File: config.mk
export PLATFORM = sky130hd
export DESIGN_NAME = mdc_calc
export DESIGN_NICKNAME = d
export VERILOG_FILES = /design/src/rtl/mdc_pkg.sv /design/src/rtl/mdc_index.sv /design/src/rtl/mdc_opreg.sv /design/src/rtl/mdc_div.sv /design/src/rtl/mdc_calc.sv
export SDC_FILE = /design/constraint.sdc
export NUM_CORES = 1
export LEC_CHECK = 0
export CORE_UTILIZATION = 59
export DETAILED_ROUTE_END_ITERATION = 7
export GPL_ROUTABILITY_DRIVEN = 0
export PLACE_DENSITY_LB_ADDON = 0.2
export RECOVER_POWER = 25
export REMOVE_ABC_BUFFERS = 1
export SETUP_SLACK_MARGIN = 0.2
export SYNTH_ARGS = -nofsm -noshare
export SYNTH_HDL_FRONTEND = slang
export SYNTH_SLANG_ARGS = --single-unit
File: constraint.sdc
create_clock -name clk_i -period 5.96 [get_ports clk_i]
set_input_delay 1.49 -clock clk_i [delete_from_list [all_inputs] [get_ports clk_i]]
set_output_delay 1.49 -clock clk_i [all_outputs]
set_load 0.1 [all_outputs]
File: src/rtl/mdc_pkg.sv
package mdc_pkg;
  localparam logic [1:0] PORT_CTRL = 2'd0;
  localparam logic [1:0] PORT_IDX  = 2'd1;
  localparam logic [1:0] PORT_DATA = 2'd2;

  localparam logic [1:0] OP_MUL = 2'b01;
  localparam logic [1:0] OP_DIV = 2'b10;

  localparam int ST_DONE = 0;
  localparam int ST_DZ   = 1;
endpackage

File: src/rtl/mdc_index.sv
module mdc_index #(
  parameter int IDX_W = 5
) (
  input  logic             clk_i,
  input  logic             rst_ni,
  input  logic             set_i,
  input  logic [IDX_W-1:0] set_val_i,
  input  logic             step_i,
  output logic [IDX_W-1:0] idx_o
);
  logic [IDX_W-1:0] idx_q;

  always_ff @(posedge clk_i or negedge rst_ni) begin
    if (!rst_ni)     idx_q <= '0;
    else if (set_i)  idx_q <= set_val_i;
    else if (step_i) idx_q <= idx_q + IDX_W'(1);
  end

  assign idx_o = idx_q;
endmodule

File: src/rtl/mdc_opreg.sv
module mdc_opreg #(
  parameter int W     = 16,
  parameter int BASE  = 0,
  parameter int IDX_W = 5,
  parameter bit SW_WR = 1'b1
) (
  input  logic             clk_i,
  input  logic             rst_ni,
  input  logic             wr_i,
  input  logic [IDX_W-1:0] idx_i,
  input  logic [7:0]       wdata_i,
  input  logic             ld_i,
  input  logic [W-1:0]     ld_val_i,
  output logic [W-1:0]     q_o
);
  localparam int NB = W / 8;
  localparam logic [IDX_W-1:0] LO = IDX_W'(BASE);

  logic [W-1:0]     q_q, d;
  logic [IDX_W-1:0] off;
  logic             hit;

  assign off = idx_i - LO;
  assign hit = SW_WR && wr_i && (off < IDX_W'(NB));

  // hardware load wins over a host byte write
  always_comb begin
    d = q_q;
    if (ld_i) begin
      d = ld_val_i;
    end else if (hit) begin
      for (int b = 0; b < NB; b++) begin
        if (off == IDX_W'(NB - 1 - b)) d[b*8 +: 8] = wdata_i;
      end
    end
  end

  always_ff @(posedge clk_i or negedge rst_ni) begin
    if (!rst_ni) q_q <= '0;
    else         q_q <= d;
  end

  assign q_o = q_q;
endmodule

File: src/rtl/mdc_div.sv
module mdc_div #(
  parameter int DVD_W = 32,
  parameter int DVS_W = 16
) (
  input  logic             clk_i,
  input  logic             rst_ni,
  input  logic             go_i,
  input  logic [DVD_W-1:0] dvd_i,
  input  logic [DVS_W-1:0] dvs_i,
  output logic             busy_o,
  output logic             fin_o,
  output logic [DVD_W-1:0] quot_o,
  output logic [DVS_W-1:0] rem_o
);
  localparam int CNT_W = $clog2(DVD_W);
  localparam logic [CNT_W-1:0] LAST = CNT_W'(DVD_W - 1);

  logic             busy_q;
  logic [CNT_W-1:0] cnt_q;
  logic [DVS_W-1:0] rem_q, dvs_q, rem_nx, diff_lo;
  logic [DVD_W-1:0] q_q, q_nx;
  logic [DVS_W:0]   trial;
  logic             borrow, ge;

  // restoring step: shift one dividend bit in, subtract when it fits
  assign trial            = {rem_q, q_q[DVD_W-1]};
  assign {borrow, diff_lo} = {1'b0, trial[DVS_W-1:0]} - {1'b0, dvs_q};
  assign ge               = trial[DVS_W] | ~borrow;
  assign rem_nx           = ge ? diff_lo : trial[DVS_W-1:0];
  assign q_nx             = {q_q[DVD_W-2:0], ge};

  always_ff @(posedge clk_i or negedge rst_ni) begin
    if (!rst_ni) begin
      busy_q <= 1'b0;
      cnt_q  <= '0;
      rem_q  <= '0;
      q_q    <= '0;
      dvs_q  <= '0;
    end else if (busy_q) begin
      rem_q <= rem_nx;
      q_q   <= q_nx;
      cnt_q <= cnt_q + CNT_W'(1);
      if (cnt_q == LAST) busy_q <= 1'b0;
    end else if (go_i) begin
      busy_q <= 1'b1;
      cnt_q  <= '0;
      rem_q  <= '0;
      q_q    <= dvd_i;
      dvs_q  <= dvs_i;
    end
  end

  assign busy_o = busy_q;
  assign fin_o  = busy_q && (cnt_q == LAST);
  assign quot_o = q_nx;
  assign rem_o  = rem_nx;
endmodule

File: src/rtl/mdc_calc.sv
module mdc_calc #(
  parameter int MUL_W = 16,
  parameter int DVD_W = 32,
  parameter int DVS_W = 16,
  parameter int IDX_W = 5
) (
  input  logic       clk_i,
  input  logic       rst_ni,
  input  logic [1:0] sel_i,
  input  logic       wr_en_i,
  input  logic       rd_en_i,
  input  logic [7:0] wdata_i,
  output logic [7:0] rdata_o
);
  import mdc_pkg::*;

  localparam int PROD_W = 2 * MUL_W;
  localparam int A_MA   = 0;
  localparam int A_MB   = A_MA + MUL_W / 8;
  localparam int A_MO   = A_MB + MUL_W / 8;
  localparam int A_DA   = A_MO + PROD_W / 8;
  localparam int A_DB   = A_DA + DVD_W / 8;
  localparam int A_DQ   = A_DB + DVS_W / 8;
  localparam int A_END  = A_DQ + DVD_W / 8;
  localparam int IMG_W  = A_END * 8;

  logic [IDX_W-1:0] idx_q;
  logic [MUL_W-1:0] ma_q, mb_q;
  logic [PROD_W-1:0] mo_q, prod;
  logic [DVD_W-1:0] da_q, dq_q, div_quot, dq_val;
  logic [DVS_W-1:0] db_q, div_rem;
  logic             div_busy, div_fin, dz_q;
  logic             ctrl_wr, mul_go, div_req, div_go, zero_go;
  logic             data_acc, data_wr;
  logic [IMG_W-1:0] img;
  logic [7:0]       data_byte, st_byte;

  assign ctrl_wr  = wr_en_i && (sel_i == PORT_CTRL) && !div_busy;
  assign mul_go   = ctrl_wr && (wdata_i[1:0] == OP_MUL);
  assign div_req  = ctrl_wr && (wdata_i[1:0] == OP_DIV);
  assign div_go   = div_req && (db_q != '0);
  assign zero_go  = div_req && (db_q == '0);
  assign data_acc = (wr_en_i || rd_en_i) && (sel_i == PORT_DATA);
  assign data_wr  = wr_en_i && (sel_i == PORT_DATA) && !div_busy;

  mdc_index #(.IDX_W(IDX_W)) u_index (
    .clk_i    (clk_i),
    .rst_ni   (rst_ni),
    .set_i    (wr_en_i && (sel_i == PORT_IDX)),
    .set_val_i(wdata_i[IDX_W-1:0]),
    .step_i   (data_acc),
    .idx_o    (idx_q)
  );

  assign prod = PROD_W'(ma_q) * PROD_W'(mb_q);

  mdc_opreg #(.W(MUL_W), .BASE(A_MA), .IDX_W(IDX_W), .SW_WR(1'b1)) u_ma (
    .clk_i(clk_i), .rst_ni(rst_ni), .wr_i(data_wr), .idx_i(idx_q), .wdata_i(wdata_i),
    .ld_i(1'b0), .ld_val_i('0), .q_o(ma_q)
  );

  mdc_opreg #(.W(MUL_W), .BASE(A_MB), .IDX_W(IDX_W), .SW_WR(1'b1)) u_mb (
    .clk_i(clk_i), .rst_ni(rst_ni), .wr_i(data_wr), .idx_i(idx_q), .wdata_i(wdata_i),
    .ld_i(1'b0), .ld_val_i('0), .q_o(mb_q)
  );

  mdc_opreg #(.W(PROD_W), .BASE(A_MO), .IDX_W(IDX_W), .SW_WR(1'b0)) u_mo (
    .clk_i(clk_i), .rst_ni(rst_ni), .wr_i(data_wr), .idx_i(idx_q), .wdata_i(wdata_i),
    .ld_i(mul_go), .ld_val_i(prod), .q_o(mo_q)
  );

  mdc_opreg #(.W(DVD_W), .BASE(A_DA), .IDX_W(IDX_W), .SW_WR(1'b1)) u_da (
    .clk_i(clk_i), .rst_ni(rst_ni), .wr_i(data_wr), .idx_i(idx_q), .wdata_i(wdata_i),
    .ld_i(div_fin), .ld_val_i(DVD_W'(div_rem)), .q_o(da_q)
  );

  mdc_opreg #(.W(DVS_W), .BASE(A_DB), .IDX_W(IDX_W), .SW_WR(1'b1)) u_db (
    .clk_i(clk_i), .rst_ni(rst_ni), .wr_i(data_wr), .idx_i(idx_q), .wdata_i(wdata_i),
    .ld_i(1'b0), .ld_val_i('0), .q_o(db_q)
  );

  assign dq_val = zero_go ? '1 : div_quot;

  mdc_opreg #(.W(DVD_W), .BASE(A_DQ), .IDX_W(IDX_W), .SW_WR(1'b0)) u_dq (
    .clk_i(clk_i), .rst_ni(rst_ni), .wr_i(data_wr), .idx_i(idx_q), .wdata_i(wdata_i),
    .ld_i(div_fin || zero_go), .ld_val_i(dq_val), .q_o(dq_q)
  );

  mdc_div #(.DVD_W(DVD_W), .DVS_W(DVS_W)) u_div (
    .clk_i (clk_i),
    .rst_ni(rst_ni),
    .go_i  (div_go),
    .dvd_i (da_q),
    .dvs_i (db_q),
    .busy_o(div_busy),
    .fin_o (div_fin),
    .quot_o(div_quot),
    .rem_o (div_rem)
  );

  always_ff @(posedge clk_i or negedge rst_ni) begin
    if (!rst_ni)      dz_q <= 1'b0;
    else if (div_req) dz_q <= zero_go;
  end

  assign img = {ma_q, mb_q, mo_q, da_q, db_q, dq_q};

  always_comb begin
    data_byte = '0;
    for (int a = 0; a < A_END; a++) begin
      if (idx_q == IDX_W'(a)) data_byte = img[(A_END-1-a)*8 +: 8];
    end
  end

  always_comb begin
    st_byte          = '0;
    st_byte[ST_DONE] = !div_busy;
    st_byte[ST_DZ]   = dz_q;
  end

  always_comb begin
    case (sel_i)
      PORT_CTRL: rdata_o = st_byte;
      PORT_IDX:  rdata_o = 8'(idx_q);
      PORT_DATA: rdata_o = data_byte;
      default:   rdata_o = '0;
    endcase
  end
endmodule

Word-level counts from Yosys, hierarchy flattened
Index checks and enable logic that the tools add are counted.
{ "op_classes": {"n_bitwise": 3, "n_reduce_logical": 43, "n_eq_ne": 27, "add_sub_neg": 6, "mux": 38, "magnitude_cmp": 4, "n_mul": 1} }
{ "ops": {"columns": ["cell", "n"], "rows": [
  ["$mux W8", 22],
  ["$mux W32", 5],
  ["$mux W16", 3],
  ["$eq A5 B4 Y1 const B", 8],
  ["$mul A16 B16 Y32", 1],
  ["$pmux W8 S3", 1],
  ["$reduce_and A2 Y1", 11],
  ["$eq A5 B1 Y1 const B", 4],
  ["$eq A5 B2 Y1 const B", 4],
  ["$eq A5 B3 Y1 const B", 4],
  ["$logic_not A5 Y1", 4],
  ["$mux W5", 4],
  ["$sub A16 B16 Y17", 1],
  ["$logic_not A16 Y1", 1],
  ["$reduce_bool A16 Y1", 1],
  ["$eq A5 B5 Y1 const B", 3],
  ["$logic_and A1 B1 Y1", 15],
  ["$lt A5 B2 Y1 const B", 3],
  ["$reduce_bool A2 Y1", 7],
  ["$add A5 B1 Y5 const B", 2],
  ["$sub A5 B4 Y5 const B", 2],
  ["$lt A5 B3 Y1 const B", 1],
  ["$sub A5 B2 Y5 const B", 1],
  ["$eq A2 B1 Y1 const B", 2],
  ["7 further kinds", 12]
]} }
{ "totals": {"inputBits": 14, "elab_cells": 141, "output_inout_bits": 8, "regBits": 220} }

Logic depth before layout (Yosys ltp)
Gate-level depths: netlist of the first run.
{ "depth": {"depth_word": 20, "depth_mapped": 25, "ltp_nobuf": 22} }

Modules after synthesis
From an unflattened synthesis of the first run, not the netlist that was laid out.
{ "hier_totals": {"hier_cells": 2297, "hier_area_um2": 21790.9} }
{ "by_module_without_submodules": {"columns": ["module", "cells_per_inst", "area_each_um2", "instances", "seq_area_each_um2"], "rows": [
  ["mdc_calc", 1234, 10141.0, 1, 25.0],
  ["mdc_div", 462, 4247.8, 1, 1751.7],
  ["mdc_opreg at u_dq ...", 68, 1345.0, 2, 800.8],
  ["mdc_opreg at u_da", 196, 1774.2, 1, 800.8],
  ["mdc_opreg at u_db", 84, 977.2, 1, 400.4],
  ["mdc_opreg at u_ma", 96, 910.9, 1, 400.4],
  ["mdc_opreg at u_mb", 65, 800.8, 1, 400.4],
  ["mdc_index", 24, 249.0, 1, 125.1]
]} }

Worst setup path after synthesis of the first run
No wires, ideal clock.
{ "synth_path": {"path_kind": "register -> register", "startpoint": "reg u_mb.q_q[1], in the netlist u_mb.q_o[1]", "endpoint": "reg u_mo.q_q[27], in the netlist u_mo.q_o[27]", "setup_time_ns": 0.123, "period_less_slack_ns": 6.296, "stages_incl_launch_ff": 23, "arrival_ns": 6.173, "path_buffers": 2, "path_slack_ns": -0.336, "required_time_ns": 5.837, "path_cell_list": "dfrtp_1 clkbuf_1 clkbuf_1 nand2_1 fa_1 fa_1 fa_1 inv_1 fa_1 fa_1 inv_1 fa_1 inv_1 ha_1 and2_4 a221o_1 a221o_1 a21bo_1 a41o_1 a21o_4 a31oi_4 xor2_1 o21ai_1"} }
{ "synth_via": {"elab_chain_cells": 1} }
{ "synth_lines": {"columns": ["item", "line_no", "source"], "rows": [
  ["start: declaration", "mdc_opreg.sv:19", "logic [W-1:0] q_q, d;"],
  ["start signal: assignment", "mdc_opreg.sv:39", "if (!rst_ni) q_q <= '0;"],
  ["start signal: assignment", "mdc_opreg.sv:40", "else q_q <= d;"],
  ["$mul A16 B16 Y32", "mdc_calc.sv:55", "assign prod = PROD_W'(ma_q) * PROD_W'(mb_q);"],
  ["end signal: assignment", "mdc_opreg.sv:39", null],
  ["end signal: assignment", "mdc_opreg.sv:40", null],
  ["end: declaration", "mdc_opreg.sv:19", null]
]} }
No other way between the ends.
A chain may end at the register's enable or synchronous reset.

Worst setup path in the final report of the first run
{ "layout_path": {"startpoint": "reg u_mb.q_q[6], in the netlist u_mb.q_o[6]", "endpoint": "reg u_mo.q_q[27], in the netlist u_mo.q_o[27]"} }
The elaborated chain is that of the path after synthesis.

==> results.toml, run 1 <==
[power_and_ir_drop]
ir_worst_vdd_mv = 0.292
p_leak_nw = 11.3
power_mw = 6.49
pwr_density_cell_nw_per_um2 = 290

[worst_hold_path]
hold_path_class = "register to register"

[drt]
wl_um = 54900
wl_met3_um = 4890
met2_length_um = 24900
via_per_inst = 5.98
ant_nets = 0
drt-met1-wl_um = 22900
vias = 16344
drt_iter0_drc = 1622
wl_per_cell_um = 20.1
first_pass_iters = 6
drc_errors = 0
highest_layer = "met4"

[clocking]
cts.path.max_buffers = 3
path_clk_slew_ns = 0.06
cts-root-buf = "clkbuf_16"
cts.sinks = 220
cts_tree = "done"
htree_num_levels = 1
insertion_delay_ns = 0.53
cts_made_buffers = 25

[final_layout]
layout_commonest_cell = "nand2_1"
drive_above_1_share = 0.137
layout_common_cells = "nand2_1, inv_1, dfrtp_1, fa_1, ha_1"
syn2layout_area_growth_pct = 12.3
diodes = 0
stdcell_count = 2733
fill_cells = 2648
fin_nets = 2623

[synthesis]
synthesis.area_um2 = 19900
ys.flop_type = "dfrtp_1"
synth_area_per_cell_um2 = 8.99
ys_warn_count = 0
synth_compound_area_frac = 0.118
synth.mux.area_fraction = 0.0510
synth_top_family_by_area = "adder cells"
synth_cell_types = 75
ys_seq_area_frac = 0.277
synthSimpleGateAreaFrac = 0.178
synth-xor-area-share = 0.0203
ys_async_sr_fraction = 1.00
syn_inst = 2214
synth-seq-cells = 220
yosys.area_share.adder = 0.284
synth-edff-count = 0

[sta]
min_period_over_period = 1.02
setup_slack_ns = -0.134
min_period_ns = 6.09
hold_viol = 0
tightestPinTransition_ns = 3.48
max_clock_freq_mhz = 164
rsz0062_at_grt = "true"
worst_slew_margin_rel = -1.32
slew_viol_final = 138
setup_viol = 6
clock_skew_ns = 0.0198

[setup_path]
path_delay_family = "adder cells"
critPathRequiredTime_ns = 6.34
path_cells = "buf_6, and2_4, fa_1, inv_2, fa_1, fa_1, inv_1, fa_1, fa_1, inv_1, fa_1, inv_2, ha_4, and2_4, a221o_1, a221o_1, a21bo_1, a41o_1, a21o_4, a31oi_4, xor2_1, o21ai_1"
path_buf_inv = 5
cp_slowest_cell = "fa_1"
cp-end-kind = "register"
startpoint_type = "register"
worstPathArrival_ns = 6.48
cp_max_fo = 4
path_common_cell = "fa_1"
slowest_delay_ns = 0.52
worstSetupPathType = "register to register"

[global_routing]
grt_pass1_wl_um = 88600
grt_pass1_vias = 16568
grt_antenna_before_repair = 0
grt_max_degree = 139
grt_util_all_layers = 0.332
grt-ovfl-total = 0

[floorplan]
die_w_um = 186
io_pins = 22
die_y_um = 186
fp.coreArea_um2 = 32900
design.die.area_um2 = 34500
start_util = 0.605
rows = 66

[place]
numPortBuffers = 21
hpwl_um = 40600
place_inst = 2680

[job]
cap_violations = 1

[status]
status = "finished with violations"
violations = "max-capacitance violations, max-slew violations, negative setup slack"
## through the flow
step | setup slack [ns] | TNS, ns | hold WS (ns) | util | area [um2]
6_report | -0.134 | -0.465 | 0.487 | 0.680 | 22300
3_5_place_dp | -0.254 | -1.34 | 0.470 | 0.644 | 21200
3_3_place_gp | -0.216 | -0.803 | 0.464 | 0.644 | 21200
5_1_grt | -0.352 | -2.44 | 0.524 | 0.680 | 22300
4_1_cts | -0.116 | -0.291 | 0.485 | 0.678 | 22300
2_1_floorplan | -0.231 | -3.93 | 0.439 | - | 19400
## routing by layer
metal,up-vias,GRT usage
met2,745,0.520
met1,8073,0.461
met3,165,0.0608
met5,-,0
met4,0,0.125
li1,7361,-
## worst paths after layout
check	startpoint	end	slack, ns	cells past startpoint
worst max register to register	u_mb.q_o[6]	u_mo.q_o[27]	-0.13	22
max in group asynchronous	rst_ni	u_ma.q_o[12]	1.54	1
worst min-delay path	u_div.dvs_q[0]	u_div.dvs_q[0]	0.49	2
worst max-delay path	u_mb.q_o[6]	u_mo.q_o[27]	-0.13	22
worst min register to register	u_div.dvs_q[0]	u_div.dvs_q[0]	0.49	2
min in group asynchronous	rst_ni	u_div.q_q[16]	2.10	1
## report_power, final
| part | internal, mW | switching (mW) |
|---|---|---|
| clock | 0.953 | 0.637 |
| sequential | 1.91 | 0.444 |
| combinational | 0.964 | 1.58 |
## registers in the layout, indices dropped and copies added (netlist names), 16 cells and up
name         cells
u_ma.q_o        16
u_da.q_o        32
u_mb.q_o        16
u_div.rem_q     16
u_div.q_q       32
u_div.dvs_q     16
u_mo.q_o        32
u_db.q_o        16
u_dq.q_o        32
## Yosys cell counts, types with 3 or more instances
master / instances / area (um2)
xor2_1: 25 / 219
a221oi_1: 5 / 43.8
o2111ai_1: 3 / 26.3
a22oi_1: 48 / 360
o21ai_0: 98 / 490
xnor2_1: 21 / 184
nor3_1: 13 / 65.1
nand3_1: 53 / 265
a31oi_1: 4 / 25.0
a211oi_1: 8 / 60.1
nor3b_1: 3 / 22.5
nand2_1: 438 / 1640
o21a_1: 10 / 75.1
a41o_1: 3 / 30.0
o31ai_1: 4 / 30.0
clkbuf_1: 109 / 409
nand2b_1: 8 / 50.1
o21ai_1: 27 / 135
nor2b_1: 11 / 68.8
a21o_1: 14 / 105
and3_1: 6 / 37.5
dfrtp_1: 220 / 5510
a222oi_1: 5 / 50.1
nor2_1: 81 / 304
a21oi_1: 57 / 285
nand4_1: 5 / 31.3
nand3b_1: 6 / 45.0
o211ai_1: 15 / 113
o221ai_1: 6 / 52.6
ha_1: 140 / 1750
o22ai_1: 21 / 131
a22o_1: 6 / 52.6
or3_1: 4 / 25.0
fa_1: 195 / 3900
inv_1: 262 / 983
mux2i_1: 26 / 260
and2_1: 133 / 832
mux2_2: 67 / 754
or2_2: 4 / 25.0
nor4_1: 7 / 43.8
## worst min-delay path, stage by stage (launching register included)
cell,delay [ns]
dfrtp_1,0.35
nand2_1,0.05
nand2_1,0.05
## timing repair
| action | in CTS | in global routing |
|---|---|---|
| gates resized for setup | 52 | 17 |
| hold buffers | 0 | 0 |
| setup endpoints to repair | 12 | 19 |
| pin swaps | 41 | 12 |
| setup buffers | 7 | 2 |
| gates cloned | 0 | 0 |
## area by class of cell
cell class	count	area [um2]	area share
multi-input cells	1617	13200	0.591
flip-flops and latches	220	5510	0.247
repair buffers	146	1240	0.0553
inverters	264	991	0.0444
clock buffers	35	743	0.0333
well taps	442	553	0.0248
clock inverters	9	105	0.00470
## kinds of logic (layout without fill, tap and decap cells)
kind of cell             Yosys count  count (layout)
XOR/XNOR                          46              46
multiplexers                      93              93
adder cells (fa/ha/maj)          335             335
AO/OA/AOI/OAI                    361             361
buffers and inverters            377             454
AND/OR/NAND/NOR                  782             782
flip-flops                       220             220
No activity file was read; power rests on OpenSTA's default activity.
==> run 2, diff against run 1 <==
--- a/config.mk
+++ b/config.mk
@@ -11,7 +11,6 @@
 export PLACE_DENSITY_LB_ADDON = 0.2
 export RECOVER_POWER = 25
 export REMOVE_ABC_BUFFERS = 1
-export SETUP_SLACK_MARGIN = 0.2
 export SYNTH_ARGS = -nofsm -noshare
 export SYNTH_HDL_FRONTEND = slang
 export SYNTH_SLANG_ARGS = --single-unit
==> results.toml, run 2 (synthesized netlist as in run 1, its figures left out) <==
[drt]
drc_errors = 0
wl_per_cell_um = 20.0
via_per_inst = 5.96
wl_um = 54600
first_pass_iters = 8
vias = 16278
drt_iter0_drc = 1484
ant_nets = 0

[global_routing]
grt_antenna_before_repair = 0
top_usage_layer = "met2"
grt_pass1_wl_um = 88200
grt_util_all_layers = 0.330
grt-ovfl-total = 0
grt_max_degree = 139
use_met3 = 0.0638
globalRouteMet1Util = 0.457
met2_usage = 0.516
grt_pass1_vias = 16492

[final_layout]
fin_nets = 2620
utilization = 0.676
fill_cells = 2665
layout_common_cells = "nand2_1, inv_1, dfrtp_1, fa_1, ha_1"
syn2layout_area_growth_pct = 11.8
layout_commonest_cell = "nand2_1"
drive_above_1_share = 0.130
diodes = 0

[setup_path]
slowest_delay_ns = 0.52
path_cells = "buf_6, and2_4, fa_1, inv_2, fa_1, fa_1, inv_1, fa_1, fa_1, inv_1, fa_1, inv_2, ha_4, and2_4, a221o_1, a221o_1, a21bo_1, a41o_1, a21o_4, a31oi_4, xor2_1, o21ai_1"
startpoint_type = "register"
cp-end-kind = "register"
worstSetupPathType = "register to register"
path_buf_inv = 5
worstPathArrival_ns = 6.48
reg2reg_setup_slack_ns = -0.14
cp_max_fo = 4
r2r_cells = 22
critPathRequiredTime_ns = 6.35
reg2reg_from = "u_mb.q_o[6]"
path_delay_family = "adder cells"
rr_endpoint = "u_mo.q_o[27]"
cp_slowest_cell = "fa_1"
path_common_cell = "fa_1"

[clocking]
path_clk_slew_ns = 0.07
cts_tree = "done"
htree_num_levels = 1
insertion_delay_ns = 0.53
cts.sinks = 220
cts.path.max_buffers = 3
cts-root-buf = "clkbuf_16"
cts_hold_buf = 0
cts_made_buffers = 25

[worst_hold_path]
hold_start = "u_div.dvs_q[0]"
min_to = "u_div.dvs_q[0]"
whs_path_depth = 2
hold_path_class = "register to register"

[power_and_ir_drop]
p_leak_nw = 11.2
ir_worst_vdd_mv = 0.293
power_mw = 6.48
pwr_density_cell_nw_per_um2 = 292

[status]
status = "finished with violations"
violations = "max-capacitance violations, max-slew violations, negative setup slack"

[sta]
setup_slack_ns = -0.139
min_period_over_period = 1.02
worst_slew_margin_rel = -1.31
clock_skew_ns = 0.0244
rsz0062_at_grt = "true"
min_period_ns = 6.10
hold_viol = 0
max_clock_freq_mhz = 164
tightestPinTransition_ns = 3.47
slew_viol_final = 138
setup_viol = 7

[floorplan]
design.die.area_um2 = 34500
die_w_um = 186
fp.coreArea_um2 = 32900
start_util = 0.605
rows = 66
io_pins = 22
die_y_um = 186

[place]
hpwl_um = 40600
numPortBuffers = 21

[job]
cap_violations = 1
[run 2: changes by cell type in the layout (fill, tap and decap cells not counted), sizes merged]
cell	before	now
buf	133	130
[run 2: layout make-up]
type / count / area (um2) / share of cell area
multi-input combinational: 1617 / 13100 / 0.591
sequential: 220 / 5510 / 0.248
inverter: 264 / 991 / 0.0446
clock inverter: 9 / 105 / 0.00473
timing repair buffer: 143 / 1200 / 0.0539
tap: 442 / 553 / 0.0249
clock buffer: 35 / 743 / 0.0334
[run 2: worst max path at each step]
stage,start,end,slack (ns),depth (start not counted)
2_1_floorplan,sel_i[1],u_div.q_q[0],-0.23,6
3_3_place_gp,u_mb.q_o[4],u_mo.q_o[27],-0.22,21
3_5_place_dp,u_mb.q_o[4],u_mo.q_o[27],-0.25,21
4_1_cts,u_mb.q_o[6],u_mo.q_o[27],-0.12,19
5_1_grt,u_mb.q_o[6],u_mo.q_o[27],-0.33,22
6_report,u_mb.q_o[6],u_mo.q_o[27],-0.14,22
[run 2: worst min-delay path, stage by stage (launching register included)]
cell and delay (ns):
dfrtp_1 0.35, nand2_1 0.05, nand2_1 0.05
[run 2: report_power, final]
| group | internal, mW | switching, mW | total, mW | leakage, nW |
|---|---|---|---|---|
| Combinational | 0.960 | 1.58 | 2.54 | 8.07 |
| Clock | 0.953 | 0.645 | 1.60 | 0.420 |
| Sequential | 1.91 | 0.442 | 2.35 | 2.76 |
[run 2: stage by stage]
step	instances	hold slack (ns)	setup slack [ns]	cell area, um2	setup TNS [ns]
after floorplan	2101	0.439	-0.231	19400	-3.93
after global placement	2680	0.464	-0.216	21200	-0.803
after detailed placement	2680	0.470	-0.254	21200	-1.34
after CTS	2728	0.485	-0.119	22200	-0.282
after global routing	2730	0.524	-0.331	22200	-2.26
final	2730	0.486	-0.139	22200	-0.463
[run 2: timing repair]
action,4_1_cts,5_1_grt
buffers inserted,4,2
pin swaps,25,16
gates resized for setup,32,14
endpoints found under the setup margin,10,12
[run 2: metal layers]
layer | share of wire | wire length, um
met1 | 0.42 | 22900
met2 | 0.45 | 24700
met3 | 0.086 | 4700
met4 | 0.041 | 2260
met5 | 0 | 0
